$ cat src/rtl/dpia_pkg.sv
package dpia_pkg;

    typedef enum logic [2:0] {
        CLS_P0   = 3'd0,
        CLS_P1   = 3'd1,
        CLS_ANY  = 3'd2,
        CLS_DUAL = 3'd3,
        CLS_CPLX = 3'd4,
        CLS_IMUL = 3'd5,
        CLS_RSV6 = 3'd6,
        CLS_RSV7 = 3'd7
    } cls_e;

    localparam int MUL_STAGES = 4;

    // Availability (or, used as a claim, the resources taken) in one cycle.
    typedef struct packed {
        logic p0;       // issue port 0
        logic p1;       // issue port 1
        logic e0;       // simple unit 0 reservable
        logic e1;       // simple unit 1 reservable
        logic m1;       // first multiplier stage
        logic mrest;    // multiplier stages 2..4
        logic eu_clear; // no simple unit reserved by anyone this cycle
    } res_t;

    // Remove the resources of one claim from an availability set.
    function automatic res_t res_take(res_t avail, res_t claim);
        res_t r;
        r          = avail;
        r.p0       = avail.p0 & ~claim.p0;
        r.p1       = avail.p1 & ~claim.p1;
        r.e0       = avail.e0 & ~claim.e0 & ~claim.m1;
        r.e1       = avail.e1 & ~claim.e1 & ~claim.m1;
        r.m1       = avail.m1 & ~claim.m1;
        r.mrest    = avail.mrest & ~claim.mrest;
        r.eu_clear = avail.eu_clear & ~claim.e0 & ~claim.e1;
        return r;
    endfunction

endpackage

$ cat src/rtl/dpia_slot_fit.sv
module dpia_slot_fit
    import dpia_pkg::*;
(
    input  logic       vld,
    input  logic [2:0] cls,
    input  res_t       avail,
    output logic       grant,
    output res_t       claim,
    output logic [1:0] ports
);

    res_t want;
    logic ok;

    always_comb begin
        want = '0;
        ok   = 1'b0;
        case (cls)
            CLS_P0: begin
                ok      = avail.p0 & avail.e0;
                want.p0 = 1'b1;
                want.e0 = 1'b1;
            end
            CLS_P1: begin
                ok      = avail.p1 & avail.e1;
                want.p1 = 1'b1;
                want.e1 = 1'b1;
            end
            CLS_ANY: begin
                if (avail.p0 && avail.e0) begin
                    ok      = 1'b1;
                    want.p0 = 1'b1;
                    want.e0 = 1'b1;
                end else begin
                    ok      = avail.p1 & avail.e1;
                    want.p1 = 1'b1;
                    want.e1 = 1'b1;
                end
            end
            CLS_DUAL: begin
                ok      = avail.p0 & avail.p1 & avail.e0 & avail.e1;
                want.p0 = 1'b1;
                want.p1 = 1'b1;
                want.e0 = 1'b1;
                want.e1 = 1'b1;
            end
            CLS_CPLX: begin
                ok         = avail.p0 & avail.p1 & avail.e0 & avail.e1
                           & avail.m1 & avail.mrest;
                want.p0    = 1'b1;
                want.p1    = 1'b1;
                want.e0    = 1'b1;
                want.e1    = 1'b1;
                want.m1    = 1'b1;
                want.mrest = 1'b1;
            end
            CLS_IMUL: begin
                ok      = avail.m1 & avail.eu_clear;
                want.m1 = 1'b1;
            end
            default: begin
                ok = 1'b0;
            end
        endcase
        grant = vld & ok;
        claim = grant ? want : '0;
        ports = {claim.p1, claim.p0};
    end

endmodule

$ cat src/rtl/dpia_hold_track.sv
module dpia_hold_track #(
    parameter int HOLD_W = 6,
    parameter int STAGES = 4
) (
    input  logic              clk,
    input  logic              rst,
    input  logic              cplx_go,
    input  logic [HOLD_W-1:0] cplx_len,
    input  logic              mul_go,
    output logic              all_busy,
    output logic              stages_busy,
    output logic              port0_claim
);

    localparam int LAST = STAGES - 1;

    logic [HOLD_W-1:0] cnt;
    logic [STAGES-1:0] sh;

    always_ff @(posedge clk) begin
        if (rst) begin
            cnt <= '0;
        end else if (cplx_go) begin
            cnt <= cplx_len;
        end else if (cnt != '0) begin
            cnt <= cnt - 1'b1;
        end
    end

    // sh[k] set: a multiply issued k+1 cycles ago. The top bit marks the
    // cycle in which its result claims port 0.
    always_ff @(posedge clk) begin
        if (rst) begin
            sh <= '0;
        end else begin
            sh <= {sh[LAST-1:0], mul_go};
        end
    end

    assign all_busy    = (cnt != '0);
    assign stages_busy = |sh[LAST-1:0];
    assign port0_claim = sh[LAST];

    assert_hold_countdown_R7: assert property (@(posedge clk) disable iff (rst)
        ($past(cnt) != '0 && !$past(cplx_go) && !$past(rst)) |-> (cnt == $past(cnt) - 1'b1));

    assert_hold_load_R7: assert property (@(posedge clk) disable iff (rst)
        ($past(cplx_go) && !$past(rst)) |-> (cnt == $past(cplx_len)));

endmodule

$ cat src/rtl/dual_issue_arbiter.sv
module dual_issue_arbiter
    import dpia_pkg::*;
#(
    parameter int HOLD_W = 6
) (
    input  logic              clk,
    input  logic              rst,
    input  logic              a_valid,
    input  logic [2:0]        a_class,
    input  logic [HOLD_W-1:0] a_hold,
    input  logic              b_valid,
    input  logic [2:0]        b_class,
    input  logic [HOLD_W-1:0] b_hold,
    output logic              a_issue,
    output logic [1:0]        a_ports,
    output logic              b_issue,
    output logic [1:0]        b_ports,
    output logic              stall
);

    logic all_busy, stages_busy, port0_claim;
    res_t avail_a, avail_b, claim_a, claim_b;
    logic grant_a, grant_b;
    logic [1:0] ports_a, ports_b;
    logic mul_go, cplx_go;
    logic [HOLD_W-1:0] cplx_len;

    always_comb begin
        avail_a.p0       = ~port0_claim;
        avail_a.p1       = 1'b1;
        avail_a.e0       = ~all_busy & ~stages_busy;
        avail_a.e1       = ~all_busy & ~stages_busy;
        avail_a.m1       = ~all_busy;
        avail_a.mrest    = ~stages_busy;
        avail_a.eu_clear = 1'b1;
    end

    dpia_slot_fit u_fit_a (
        .vld   (a_valid & ~rst),
        .cls   (a_class),
        .avail (avail_a),
        .grant (grant_a),
        .claim (claim_a),
        .ports (ports_a)
    );

    assign avail_b = res_take(avail_a, claim_a);

    dpia_slot_fit u_fit_b (
        .vld   (b_valid & grant_a),
        .cls   (b_class),
        .avail (avail_b),
        .grant (grant_b),
        .claim (claim_b),
        .ports (ports_b)
    );

    assign a_issue = grant_a;
    assign a_ports = ports_a;
    assign b_issue = grant_b;
    assign b_ports = ports_b;
    assign stall   = ~rst & ((a_valid & ~grant_a) | (b_valid & ~grant_b));

    assign mul_go   = (grant_a && a_class == CLS_IMUL) || (grant_b && b_class == CLS_IMUL);
    assign cplx_go  = (grant_a && a_class == CLS_CPLX) || (grant_b && b_class == CLS_CPLX);
    assign cplx_len = (grant_a && a_class == CLS_CPLX) ? a_hold : b_hold;

    dpia_hold_track #(
        .HOLD_W (HOLD_W),
        .STAGES (MUL_STAGES)
    ) u_track (
        .clk         (clk),
        .rst         (rst),
        .cplx_go     (cplx_go),
        .cplx_len    (cplx_len),
        .mul_go      (mul_go),
        .all_busy    (all_busy),
        .stages_busy (stages_busy),
        .port0_claim (port0_claim)
    );

    assert_no_port_clash_R3: assert property (@(posedge clk) disable iff (rst)
        (a_issue && b_issue) |-> ((a_ports & b_ports) == 2'b00));

    assert_claims_disjoint_R3: assert property (@(posedge clk) disable iff (rst)
        ((claim_a & claim_b) == '0));

    assert_in_order_R5: assert property (@(posedge clk) disable iff (rst)
        b_issue |-> a_issue);

    assert_hold_blocks_R7: assert property (@(posedge clk) disable iff (rst)
        all_busy |-> (!a_issue && !b_issue));

    assert_mul_excl_R8: assert property (@(posedge clk) disable iff (rst)
        stages_busy |-> (!claim_a.e0 && !claim_a.e1 && !claim_b.e0 && !claim_b.e1));

    assert_mul_port_R9: assert property (@(posedge clk) disable iff (rst)
        port0_claim |-> (!a_ports[0] && !b_ports[0]));

    assert_reserved_R10: assert property (@(posedge clk) disable iff (rst)
        (a_class == CLS_RSV6 || a_class == CLS_RSV7) |-> !a_issue);

endmodule

$ cat config.mk
export PLATFORM = sky130hd
export DESIGN_NAME = dual_issue_arbiter
export DESIGN_NICKNAME = d
export VERILOG_FILES = /design/src/rtl/dpia_pkg.sv /design/src/rtl/dpia_slot_fit.sv /design/src/rtl/dpia_hold_track.sv /design/src/rtl/dual_issue_arbiter.sv
export SDC_FILE = /design/constraint.sdc
export NUM_CORES = 1
export LEC_CHECK = 0
export BUFFER_PORTS_ARGS = -buffer_cell sky130_fd_sc_hd__buf_2
export CAP_MARGIN = 0
export CORE_ASPECT_RATIO = 1.2
export CORE_MARGIN = 1
export CORE_UTILIZATION = 44
export DETAILED_ROUTE_END_ITERATION = 10
export PLACE_DENSITY = 0.74
export RECOVER_POWER = 100
export SLEW_MARGIN = 20
export SYNTH_ARGS = -nofsm -noshare
export SYNTH_HDL_FRONTEND = slang
export SYNTH_SLANG_ARGS = --single-unit
export TNS_END_PERCENT = 1
$ cat constraint.sdc
create_clock -name clk -period 1.75 [get_ports clk]
set_input_delay 0.0875 -clock clk [delete_from_list [all_inputs] [get_ports clk]]
set_output_delay 0.0875 -clock clk [all_outputs]
set_load 0.05 [all_outputs]
==> results.yml <==
power_and_ir_drop:
  power.density_mw_per_mm2: 1236
  p_sw_uw: 673.3
  combPwrFrac_pct: 69.5
  internal-power_uw: 998.4
  max-vdd-ir-drop_v: 0.001068
  leakagePower_uw: 0.0006085
  swShare_pct: 40.28
  pwr-share-clk_pct: 9.1
  seq_power_share_pct: 21.4
sta:
  rsz0062_at_grt: "yes"
  tightestPinTransition_ns: 0.3662
  max_freq_mhz: 452.4
  period_share_pct: 126.3
  slew_viol_final: 0
  relSlewSlack_pct: 75.57
  clock_skew_ns: 0.004710
  setup_viol: 13
  finalCriticalPeriod_ns: 2.210
  fin_ws_ns: -0.4604
  finalHoldViolCount: 0
layout:
  stdcell_area_sq_mm: 0.001353
  layout-drive-gt1-share_pct: 51.63
  fin_util_pct: 73.94
  syn_to_final_growth_pct: 57.12
  final_net_count: 179
  diodes: 0
  mostFrequentLayoutCells: "buf_4, buf_2, nor2_1"
  nFillCells: 130
  fin_cells: 172
  final_common_cell: "buf_4"
drt:
  first_pass_iters: 7
  drc: 2
  num_vias: 942
  ant_nets: 0
  wl_per_cell_um: 14.26
  drt_iter0_drc: 32
  drt-total-wl_mm: 2.453
  vias_per_cell: 5.477
global_routing:
  grt_pass1_wl_mm: 4.002
  grt_overflow_total: 0
  grt_pass1_vias: 948
  antenna_found_initial: 0
  grt_usage_pct: 23.98
  grt_start_max_net_pins: 11
floorplanning:
  core_sq_mm: 0.001829
  fp.dieArea_sq_mm: 0.002138
  start_util_pct: 47.06
  die_y_um: 50.45
  chipWidth_um: 42.38
  num_rows: 17
  ios: 29
synthesis:
  seq_area_frac_synth_pct: 23.26
  synthCells: 100
  syn-cell-area_sq_um: 860.8
  synth_nets: 124
  syn_avg_cell_area_sq_um: 8.608
  ys_warn_count: 0
  synth-seq-cells: 10
  yosysUniqueCellTypes: 39
clocking:
  clock_sinks: 10
  cts_tree: "yes"
  cts.hold.buffers_added: 0
  clk_pin_slew_worst_paths_ns: 0.06
  clk_path_buf_depth: 2
  clk_latency_ns: 0.26
  cts_root_buffer: "clkbuf_4"
  cts_buffers: 3
  htreeDepth: 1
min_path:
  hold_depth: 3
  min_to: "u_track.cnt[5]"
  hp-class: "input pin to flip-flop"
  worstHoldStart: "a_hold[5]"
placed_design:
  port_buffers: 22
  place_inst: 163
  pre_cts_slack_ns: -0.3525
  post_dp_cell_area_sq_mm: 0.001212
  gp_congestion: 0.9255
  hpwl_mm: 1.782
critical_path:
  reg2reg_slack_ns: -0.31
  crit_arrival_ns: 2.12
  path_class: "flip-flop to output port"
  critPathLaunchType: "flip-flop"
  worstSetupEndpointType: "output port"
  cp.required_ns: 1.66
  r2r_cells: 10
  startpoint: "u_track.sh[3]"
  reg2reg_from: "u_track.sh[3]"
  reg2reg_to: "u_track.cnt[1]"
  cp_max_fo: 4
status:
  status: "finished with violations"
  violations: "DRC, setup timing"
job:
  cap_violations: 0
## area by class of cell
class,count,area [sq um],share of cell area (%)
Multi-Input combinational cell,80,660.6,48.84
Sequential cell,10,203.9,15.08
Inverter,7,31.28,2.313
Timing Repair Buffer,53,410.4,30.34
Clock buffer,3,22.52,1.665
Tap cell,19,23.77,1.758
## what timing repair did
action | CTS | global route
gates cloned | 0 | 0
gates resized for setup | 20 | 6
setup buffers | 5 | 1
pin swaps | 12 | 9
setup endpoints to repair | 13 | 13
## worst max-delay path, cell delays in order (launching register included)
cell	delay (ns)
dfxtp_2	0.34
nor4_4	0.29
buf_4	0.18
o211ai_1	0.11
a211oi_2	0.27
o21ai_2	0.09
a31oi_4	0.27
o21a_4	0.18
buf_8	0.14
## per-layer routing
metal / GRT usage [%] / up-vias / share of wire [%]
li1: - / 465 / -
met1: 29.20 / 451 / 43
met2: 44.62 / 24 / 54
met3: 1.079 / 2 / 2.7
met4: 7.292 / 0 / 0.77
met5: 0 / - / 0
## worst max path at each step
| stage | slack [ns] | end |
|---|---|---|
| after floorplan | -0.46 | stall |
| after global placement | -0.29 | stall |
| after detailed placement | -0.35 | stall |
| after CTS | -0.47 | stall |
| after global routing | -0.58 | b_ports[1] |
| final | -0.46 | b_ports[0] |
## power groups by stage
stage	Combinational [uW]	Clock [uW]	Sequential [uW]
after detailed placement	1030	0	362
after floorplan	655	0	373
after global routing	1270	171	366
final	1160	152	358
after global placement	1000	0	357
after CTS	1140	155	358
## per-stage QoR
step / hold WS [ns] / total power [uW] / TNS (ns)
final: 0.07596 / 1672 / -4.374
after detailed placement: 0.3356 / 1396 / -2.578
after global placement: 0.3216 / 1360 / -1.977
after floorplan: 0.2221 / 1028 / -1.636
after CTS: 0.07031 / 1657 / -4.160
after global routing: 0.06894 / 1804 / -6.117
## sequential cells by signal (all words and copies together), names as in the netlist
signal and count:
u_track.cnt 6, u_track.sh 4
## cell families (layout without fill, tap and decap cells)
kind of cell    Yosys count  count (layout)  synth area share (%)
flops                    10              10                 23.26
buf+inv                  10              63                 5.377
compound gates           26              26                 26.31
fa+ha+maj                 2               2                 2.907
simple gates             44              44                 33.72
mux                       2               2                 2.326
xor+xnor                  6               6                 6.105
## synth_stat cells, drive strengths merged
cell	number	share of area, %
nor2	14	6.1
dfxtp	10	23
inv	6	2.6
nand2	6	2.6
nor3	6	6.7
nor2b	5	3.6
a21oi	4	2.3
a22oi	4	3.5
xnor2	4	4.1
a31oi	3	3.9
nand2b	3	2.2
o211ai	3	3.8
o21a	3	2.6
a211oi	2	1.7
clkbuf	2	0.87
ha	2	2.9
mux2i	2	2.3
nor4	2	4.9
o21ai	2	1.2
xor2	2	2.0
a211o	1	1.2
a21o	1	0.87
a221o	1	1.2
and2	1	1.0
and2b	1	1.0
and3	1	0.73
buf	1	1.3
clkinv	1	0.58
nand3	1	0.58
nand4	1	1.5
nand4b	1	1.0
o2111ai	1	3.1
o221ai	1	1.0
or2	1	0.73
or2b	1	1.0
No activity file was read; power rests on OpenSTA's default activity.
